$ cat config.mk
export PLATFORM = sky130hd
export DESIGN_NAME = rtimer
export DESIGN_NICKNAME = d
export VERILOG_FILES = /design/src/rtl/rtimer_pkg.sv /design/src/rtl/rtimer_prescaler.sv /design/src/rtl/rtimer_counter.sv /design/src/rtl/rtimer_regs.sv /design/src/rtl/rtimer.sv
export SDC_FILE = /design/constraint.sdc
export NUM_CORES = 1
export LEC_CHECK = 0
export BUFFER_PORTS_ARGS = -buffer_cell sky130_fd_sc_hd__buf_2
export CAP_MARGIN = 10
export CORE_MARGIN = 2
export CORE_UTILIZATION = 62
export CTS_CLUSTER_DIAMETER = 150
export CTS_CLUSTER_SIZE = 10
export DETAILED_ROUTE_END_ITERATION = 10
export PLACE_DENSITY = 0.93
export SLEW_MARGIN = 25
export SYNTH_ARGS = -nofsm -noshare
export SYNTH_HDL_FRONTEND = slang
export SYNTH_SLANG_ARGS = --single-unit
$ cat constraint.sdc
create_clock -name clk -period 7.1 [get_ports clk]
set_input_delay 1.065 -clock clk [delete_from_list [all_inputs] [get_ports clk]]
set_output_delay 1.065 -clock clk [all_outputs]
set_load 0.03 [all_outputs]
$ cat src/rtl/rtimer_pkg.sv
// Shared definitions for the periodic timer channel: register slots,
// control field layout, and the legality and divisor helpers.
// Assumes a 32-bit bus and byte addressing of 32-bit words.
package rtimer_pkg;
    localparam int BUS_W     = 32;
    localparam int ADDR_W    = 4;
    localparam int DIV_CODES = 5;
    localparam int PH_W      = 2 * DIV_CODES;
    localparam logic [BUS_W-1:0] CNT_RESET = 32'hFFFF_FFFF;
    localparam logic [BUS_W-1:0] SPARE_RESET = 32'hDEAD_BEEF;

    typedef enum logic [1:0] {
        SLOT_RELOAD = 2'd0,
        SLOT_COUNT  = 2'd1,
        SLOT_CTRL   = 2'd2,
        SLOT_SPARE  = 2'd3
    } slot_e;

    // Stored part of the control word, bits 7:0.
    typedef struct packed {
        logic [1:0] cap_mode;
        logic       irq_en;
        logic [1:0] edge_sel;
        logic [2:0] div_sel;
    } ctrl_t;

    // True when a control word may be stored.
    function automatic logic ctrl_ok(input logic [BUS_W-1:0] v, input logic has_spare);
        logic ok;
        ok = (v[BUS_W-1:10] == '0) && (v[2:0] <= 3'd4) &&
             (v[4:3] == 2'b00) && (v[7:6] != 2'b01);
        if (!has_spare)
            ok = ok && (v[7:6] == 2'b00) && !v[9];
        return ok;
    endfunction

    // Last phase value before a tick for a given divisor code.
    function automatic logic [PH_W-1:0] phase_limit(input logic [2:0] code);
        logic [PH_W-1:0] one;
        one = PH_W'(1);
        return (one << (2 + 2 * int'(code))) - PH_W'(1);
    endfunction
endpackage

$ cat src/rtl/rtimer_prescaler.sv
// Divides the clock by the selected power of four and emits a one-cycle
// tick at the end of each period. Assumes div_sel holds a legal code.
module rtimer_prescaler
    import rtimer_pkg::*;
(
    input  logic       clk,
    input  logic       rst_n,
    input  logic       run,
    input  logic       clear,
    input  logic [2:0] div_sel,
    output logic       tick
);
    logic [PH_W-1:0] phase;
    logic [PH_W-1:0] limit;

    assign limit = phase_limit(div_sel);
    assign tick  = run && !clear && (phase == limit);

    // Phase counter: restart on divisor change, advance while running.
    always_ff @(posedge clk) begin
        if (!rst_n)
            phase <= '0;
        else if (clear)
            phase <= '0;
        else if (run)
            phase <= (phase == limit) ? '0 : phase + 1'b1;
    end

    AST_PHASE_HOLD: assert property (@(posedge clk) disable iff (!rst_n)
        (!run && !clear) |=> $stable(phase));
endmodule

$ cat src/rtl/rtimer_counter.sv
// Live down-counter with reload on wrap and the sticky wrap flag.
// Assumes a bus load and a flag clear never arrive with a tick from a
// held cycle; a load always wins over a tick.
module rtimer_counter
    import rtimer_pkg::*;
(
    input  logic             clk,
    input  logic             rst_n,
    input  logic             tick,
    input  logic             load_we,
    input  logic [BUS_W-1:0] load_val,
    input  logic [BUS_W-1:0] reload_val,
    input  logic             flag_clr,
    output logic [BUS_W-1:0] count,
    output logic             uflag
);
    logic wrap;

    assign wrap = tick && !load_we && (count == '0);

    // Count register: bus load, reload on wrap, or decrement on tick.
    always_ff @(posedge clk) begin
        if (!rst_n)
            count <= CNT_RESET;
        else if (load_we)
            count <= load_val;
        else if (wrap)
            count <= reload_val;
        else if (tick)
            count <= count - 1'b1;
    end

    // Wrap flag: set by hardware, cleared only by a control write.
    always_ff @(posedge clk) begin
        if (!rst_n)
            uflag <= 1'b0;
        else if (wrap)
            uflag <= 1'b1;
        else if (flag_clr)
            uflag <= 1'b0;
    end

    AST_RELOAD_ON_WRAP: assert property (@(posedge clk) disable iff (!rst_n)
        (tick && !load_we && count == '0) |=> (count == $past(reload_val)) && uflag);
    AST_DECREMENT: assert property (@(posedge clk) disable iff (!rst_n)
        (tick && !load_we && count != '0) |=> count == $past(count) - 1'b1);
    AST_IDLE_HOLD: assert property (@(posedge clk) disable iff (!rst_n)
        (!tick && !load_we) |=> $stable(count));
    AST_FLAG_STICKY: assert property (@(posedge clk) disable iff (!rst_n)
        (uflag && !flag_clr) |=> uflag);
endmodule

$ cat src/rtl/rtimer_regs.sv
// Register window: decodes strobes, holds reload, control and the
// optional spare word, drives read data and the error pulse.
// Assumes single-cycle strobes; rdata is combinational.
module rtimer_regs
    import rtimer_pkg::*;
#(
    parameter bit HAS_SPARE = 1'b0
) (
    input  logic              clk,
    input  logic              rst_n,
    input  logic              wr_en,
    input  logic              rd_en,
    input  logic [ADDR_W-1:0] addr,
    input  logic [BUS_W-1:0]  wdata,
    input  logic [BUS_W-1:0]  count,
    input  logic              uflag,
    output logic [BUS_W-1:0]  reload_val,
    output ctrl_t             ctrl_q,
    output logic              cnt_we,
    output logic              ctrl_wr,
    output logic              flag_clr,
    output logic              ps_clear,
    output logic [BUS_W-1:0]  rdata,
    output logic              err
);
    slot_e            slot;
    logic             exists;
    logic             ctrl_good;
    logic [BUS_W-1:0] spare_q;

    assign slot      = slot_e'(addr[3:2]);
    assign exists    = (addr[1:0] == 2'b00) && (HAS_SPARE || slot != SLOT_SPARE);
    assign ctrl_good = ctrl_ok(wdata, HAS_SPARE);
    assign cnt_we    = wr_en && exists && (slot == SLOT_COUNT);
    assign ctrl_wr   = wr_en && exists && (slot == SLOT_CTRL);
    assign flag_clr  = ctrl_wr && ctrl_good && !wdata[8];
    assign ps_clear  = ctrl_wr && ctrl_good && (wdata[2:0] != ctrl_q.div_sel);

    // Reload register write.
    always_ff @(posedge clk) begin
        if (!rst_n)
            reload_val <= '0;
        else if (wr_en && exists && slot == SLOT_RELOAD)
            reload_val <= wdata;
    end

    // Control register write, legal words only.
    always_ff @(posedge clk) begin
        if (!rst_n)
            ctrl_q <= '0;
        else if (ctrl_wr && ctrl_good)
            ctrl_q <= ctrl_t'(wdata[7:0]);
    end

    // Spare storage word, present only when configured.
    generate
        if (HAS_SPARE) begin : g_spare
            always_ff @(posedge clk) begin
                if (!rst_n)
                    spare_q <= SPARE_RESET;
                else if (wr_en && exists && slot == SLOT_SPARE)
                    spare_q <= wdata;
            end
        end else begin : g_no_spare
            assign spare_q = SPARE_RESET;
        end
    endgenerate

    // Error pulse one cycle after a bad offset or a rejected control word.
    always_ff @(posedge clk) begin
        if (!rst_n)
            err <= 1'b0;
        else
            err <= ((wr_en || rd_en) && !exists) || (ctrl_wr && !ctrl_good);
    end

    // Read mux.
    always_comb begin
        rdata = '0;
        if (rd_en && exists) begin
            case (slot)
                SLOT_RELOAD: rdata = reload_val;
                SLOT_COUNT:  rdata = count;
                SLOT_CTRL:   rdata = {22'b0, 1'b0, uflag, ctrl_q};
                default:     rdata = spare_q;
            endcase
        end
    end

    AST_BAD_CTRL_NOT_STORED: assert property (@(posedge clk) disable iff (!rst_n)
        (ctrl_wr && !ctrl_good) |=> $stable(ctrl_q));
    AST_ERR_AFTER_ACCESS: assert property (@(posedge clk) disable iff (!rst_n)
        err |-> $past(wr_en || rd_en));
endmodule

$ cat src/rtl/rtimer.sv
// Top of the periodic timer channel: joins the register window, the
// prescaler and the counter. Counting is frozen during a control write.
module rtimer
    import rtimer_pkg::*;
#(
    parameter bit HAS_SPARE = 1'b0
) (
    input  logic        clk,
    input  logic        rst_n,
    input  logic        start,
    input  logic        wr_en,
    input  logic        rd_en,
    input  logic [3:0]  addr,
    input  logic [31:0] wdata,
    output logic [31:0] rdata,
    output logic        irq,
    output logic        err
);
    logic [BUS_W-1:0] count;
    logic [BUS_W-1:0] reload_val;
    ctrl_t            ctrl_q;
    logic             uflag;
    logic             cnt_we;
    logic             ctrl_wr;
    logic             flag_clr;
    logic             ps_clear;
    logic             run;
    logic             tick;

    assign run = start && !ctrl_wr;
    assign irq = uflag && ctrl_q.irq_en;

    rtimer_regs #(.HAS_SPARE(HAS_SPARE)) u_regs (
        .clk(clk), .rst_n(rst_n), .wr_en(wr_en), .rd_en(rd_en),
        .addr(addr), .wdata(wdata), .count(count), .uflag(uflag),
        .reload_val(reload_val), .ctrl_q(ctrl_q), .cnt_we(cnt_we),
        .ctrl_wr(ctrl_wr), .flag_clr(flag_clr), .ps_clear(ps_clear),
        .rdata(rdata), .err(err)
    );

    rtimer_prescaler u_pres (
        .clk(clk), .rst_n(rst_n), .run(run), .clear(ps_clear),
        .div_sel(ctrl_q.div_sel), .tick(tick)
    );

    rtimer_counter u_cnt (
        .clk(clk), .rst_n(rst_n), .tick(tick), .load_we(cnt_we),
        .load_val(wdata), .reload_val(reload_val), .flag_clr(flag_clr),
        .count(count), .uflag(uflag)
    );

    AST_HOLD_ON_CTRL_WRITE: assert property (@(posedge clk) disable iff (!rst_n)
        (ctrl_wr && !cnt_we) |=> $stable(count));
endmodule

== Word level (Yosys, flattened, before mapping) ==
Cells that the tools add are included.
Cells by class
  bitwise gates (word level): 1
  equal/unequal tests: 6
  shift operators: 1
  multiplexer cells: 8
  add/subtract/negate cells: 4
  reductions and logical operators: 40
  $lt $le $gt $ge: 1
Operator list (count)
  2-to-1 mux 32 bit: 4
  one-hot mux 32 bit (3 select lines): 1
  zero test 32 bit: 1
  << shifter 1 x 32 -> 10 bit (first input constant): 1
  subtractor 32 x 1 -> 32 bit (second input constant): 1
  logical AND 1 bit: 22
  zero test 22 bit: 1
  adder 10 x 1 -> 10 bit (second input constant): 1
  == test 10 bit: 1
  2-to-1 mux 10 bit: 1
  subtractor 10 x 1 -> 10 bit (second input constant): 1
  zero test 2 bit: 4
  zero test 1 bit: 7
  adder 2 x 4 -> 5 bit (first input constant): 1
  less-or-equal comparator 3 bit (second input constant): 1
  != test 3 bit: 1
  nonzero test 3 bit: 1
  == test 2 x 1 -> 1 bit (second input constant): 1
  == test 2 bit (second input constant): 1
  logical OR 1 bit: 2
  2-to-1 mux 1 bit: 2
  != test 2 x 1 -> 1 bit (second input constant): 1
  != test 2 bit (second input constant): 1
  nonzero test 2 bit: 1
  other kinds (2): 2
Storage, ports and cells
  input bits: 41
  logic and storage cells: 70
  output and inout bits: 34
  bits in registers: 84

== Depth between registers and ports, before layout ==
  depth in word-level cells: 15
  depth in mapped cells: 12
  mapped depth without buffers: 8

== By module ==
From an unflattened synthesis, not the netlist that was laid out.
Unflattened totals
  cell total of the unflattened synthesis: 672
  area, all modules: 5298.8 um^2
By module, submodules not included
  rtimer_regs: instances 1, area each 2244.7 um^2, cells an instance 283, sequential area each 820.8 um^2
  rtimer_counter: instances 1, area each 2224.6 um^2, cells an instance 293, sequential area each 660.6 um^2
  rtimer_prescaler: instances 1, area each 809.5 um^2, cells an instance 94, sequential area each 200.2 um^2
  rtimer: instances 1, area each 20.0 um^2, cells an instance 2, sequential area each 0.0 um^2

== Worst setup path before layout ==
No wires, ideal clock.
  path type: input to output
  from: input addr[2]
  to: output rdata[11]
  data required time: 6.035 ns
  stages on the path: 6
  slack: 3.428 ns
  path buffers: 2
  arrival time: 2.607 ns
  cells stage by stage: a211oi_1 -> nand2_1 -> or2_2 -> clkbuf_1 -> clkbuf_1 -> nor2_1
Between the ends
  longest elaborated chain between the ends: 4
  elaborated cells on any way between the ends: 8
  those cells by class: eq/ne: 3; mux: 2; reduce/logical: 3
Ends and longest elaborated chain
  start: declaration: RTL line rtimer.sv:13  | input logic [3:0] addr,
  parallel branches: the longest is 3 deep, another holds one-hot mux 32 bit (3 select lines)
  2-to-1 mux 32 bit (*): RTL line rtimer_regs.sv:80  | if (rd_en && exists) begin
  end: declaration: RTL line rtimer.sv:15  | output logic [31:0] rdata,
Every way passes the cells marked *.

== Final worst setup path ==
  from: input addr[2]
  to: output rdata[19]
The elaborated chain is that of the path after synthesis.

==> out/qor.txt <==
CTS tree - built
fin cells - 825
VDD IR max - 0.1163 mV
largest family of logic cells by synthesized area - simple AND/OR/NAND/NOR gates
largest net degree at the start of global routing - 55
antenna diode instance count - 0
Post-CTS Hold Fix Bufs - 0
clock slew seen by the registers of the worst setup and hold paths - 0.09 ns
Core Region - 8093 um^2
compound-gate portion of the synthesized area - 0.1617
maximum clock insertion buffer count - 2
clock latency on the worst-skew pair - 0.37 ns
Final Hold Viols - 0
crit-path cells - buf_4 > a211oi_1 > nand2_1 > or2_2 > nor2_1 > buf_2
Yosys reg bits - 84
HP Start - u_regs.reload_val[12]$_SDFFE_PN0P_
post-route minimum period - 4.014 ns
dpl cells - 810
DRC Markers - 0
Rel. slew slack - 0.3352
die width - 94.63 um
RSZ-0062 raised after global routing - no
final setup TNS - 0 ns
initial antenna violation count - 0
Tot GR Track Use - 0.3297
routability cong. - 0.9146
Peak Freq - 249.1 MHz
post-synthesis cell area - 5092 um^2
sequential-to-total area share from yosys stat - 0.3302
remaining global-route overflow - 0
via density per instance - 6.433
DRT Wirelength - 14.39 mm
ANT nets after route - 0
filler instances - 681
Die H - 94.63 um
family with the most delay on the worst path - simple AND/OR/NAND/NOR gates
number of flops mapped to enable cells by yosys - 0
hold path depth - 2
row count - 33
CP peak stage delay - 0.56 ns
Final Setup Violations - 0
CP max-delay cell - or2_2
First DRT Iteration DRCs - 765
commonest non-fill, non-tap cell in the layout - nand2_1
H-tree depth - 3
RR Startpoint - u_regs.ctrl_q[1]$_SDFFE_PN0P_
clock skew - 0.01250 ns
Worst setup SP type - primary input
Ys Warns - 0
worst reg2reg endpoint - u_cnt.count[18]$_SDFFE_PN1P_
Initial DRT Pass Iterations - 5
CP Class - in -> out
vias in the first global route - 4,875
crit end category - output port
WL/cell - 17.44 um
Post-Synth Adder-Cell Area - 0.009828
DPL Wire Length - 9.736 mm
global-route wire length before repair - 23.54 mm
CP Data Arrival Time - 2.95 ns
Syn Area/Cell - 7.567 um^2
Top FF cell, synth - dfxtp_1
Final nets - 761
Synth Area in XOR/XNOR - 0.06708
Bufs and invs on worst path - 2
most frequent cells in the layout - nand2_1, nor2_1, dfxtp_1, buf_2, a21oi_1
Crit Path Max Fanout - 40
Lkg Pwr - 2.315 nW
placement-stage cell area - 5455 um^2
# resized after CTS - 0
Final Util - 0.7039
final setup margin - 3.086 ns
post-synthesis mux area share - 0.08329
sink of the worst hold path - u_regs.reload_val[12]$_SDFFE_PN0P_
status - finished clean
simple-gate area share of the yosys netlist - 0.3069
final period utilization - 0.5653
pre-CTS WS - 2.804 ns
CTS Sinks - 84
reg2reg setup slack - 3.69 ns
Power Density - 176.8 nW/um^2
IO buf count - 74
Hold WC Path Type - reg -> reg
R2R depth - 8
Inserted Clock Buffers - 9
Initial Util - 0.6293
Syn Inst Count - 673
# IOs - 75
Vias - 5,307
synth-to-layout area growth - 11.87%
number of setup buffers added after CTS - 0
Post-synth ARST share - 0
WP data required - 6.03 ns
Post-Syn Nets - 718
final max-slew violation count - 0
library cells used by synthesis - 62
Max Cap Viol - 0
layout cells sized above 1 - 0.1472
die area - 8955 um^2
Root Driver - clkbuf_8
slew at the pin closest to its max-slew limit - 0.9926 ns
design area - 5697 um^2
flip-flops by register name, summed over array words and instances (netlist names):
register           count
u_cnt.count           32
u_regs.err             1
u_cnt.uflag            1
u_pres.phase          10
u_regs.ctrl_q          8
u_regs.reload_val     32
synthesized netlist by cell type (4+ instances only):
library cell,instances,area [um^2]
or4_1,7,52.55
xnor2_1,17,148.9
a211o_1,6,52.55
clkbuf_1,43,161.4
nand3b_1,4,30.03
nand4_1,15,93.84
and2_1,4,25.02
a221oi_1,4,35.03
inv_1,5,18.77
and3_1,10,62.56
a21oi_1,60,300.3
nor4_1,10,62.56
nor3_1,20,100.1
o21ai_0,15,75.07
dfxtp_1,84,1682
nand2b_1,5,31.28
mux2i_1,39,390.4
xor2_1,22,192.7
nand4b_1,6,52.55
nand3_1,19,95.09
nand2_1,106,397.9
ha_1,4,50.05
o22ai_1,4,25.02
a31oi_1,6,37.54
o211ai_1,12,90.09
or3_1,7,43.79
nor2_1,88,330.3
power breakdown:
group	leakage, nW	internal, mW	switching, mW	total (mW)
combinational	1.52	0.0359	0.0614	0.0973
clock	0.116	0.242	0.178	0.420
sequential	0.680	0.479	0.0111	0.490
worst reg2reg max path, delay by kind of cell, from the launching register on:
family / cells / cell delay [ns]
multiplexers: 1 / 0.13
adder cells (fa/ha/maj): 1 / 0.29
XOR/XNOR: 1 / 0.25
flip-flops: 1 / 0.45
AO/OA/AOI/OAI: 1 / 0.47
AND/OR/NAND/NOR: 4 / 1.77
cell families (layout without fill, tap and decap cells):
logic type	after synthesis	in the layout
AND/OR/NAND/NOR	318	318
buffers and inverters	53	100
multiplexers	42	42
flip-flops	84	84
other	1	1
adder cells (fa/ha/maj)	4	4
AO/OA/AOI/OAI	132	132
XOR/XNOR	39	39
per-layer routing:
metal	GRT usage	share of wire	up-vias
met1	0.4386	0.41	2485
li1	-	-	2475
met2	0.5254	0.47	301
met5	0	0	-
met4	0.1522	0.030	0
met3	0.05188	0.085	46
layout make-up:
| class | instances | area [um^2] | share of cell area |
|---|---|---|---|
| clock inverters | 4 | 97.59 | 0.01713 |
| flip-flops and latches | 84 | 1682 | 0.2952 |
| clock buffers | 11 | 141.4 | 0.02482 |
| inverters | 6 | 22.52 | 0.003953 |
| multi-input cells | 536 | 3212 | 0.5638 |
| well taps | 105 | 131.4 | 0.02306 |
| repair buffers | 79 | 410.4 | 0.07204 |
stage by stage:
step | power, mW | hold WS [ns]
3_5_place_dp | 0.5965 | 0.4617
2_1_floorplan | 0.5594 | 0.4437
5_1_grt | 1.036 | 0.5017
3_3_place_gp | 0.5939 | 0.4578
6_report | 1.007 | 0.4717
4_1_cts | 1.003 | 0.4740
how the worst max path moves through the flow:
stage	from	depth (start not counted)	slack, ns	to
after CTS	addr[2]	6	2.77	rdata[19]
after global placement	addr[2]	6	2.89	rdata[31]
after detailed placement	addr[2]	6	2.80	rdata[19]
final	addr[2]	6	3.09	rdata[19]
after global routing	addr[2]	6	2.88	rdata[24]
after floorplan	addr[2]	6	3.43	rdata[11]
(Power assumes the default switching activity.)
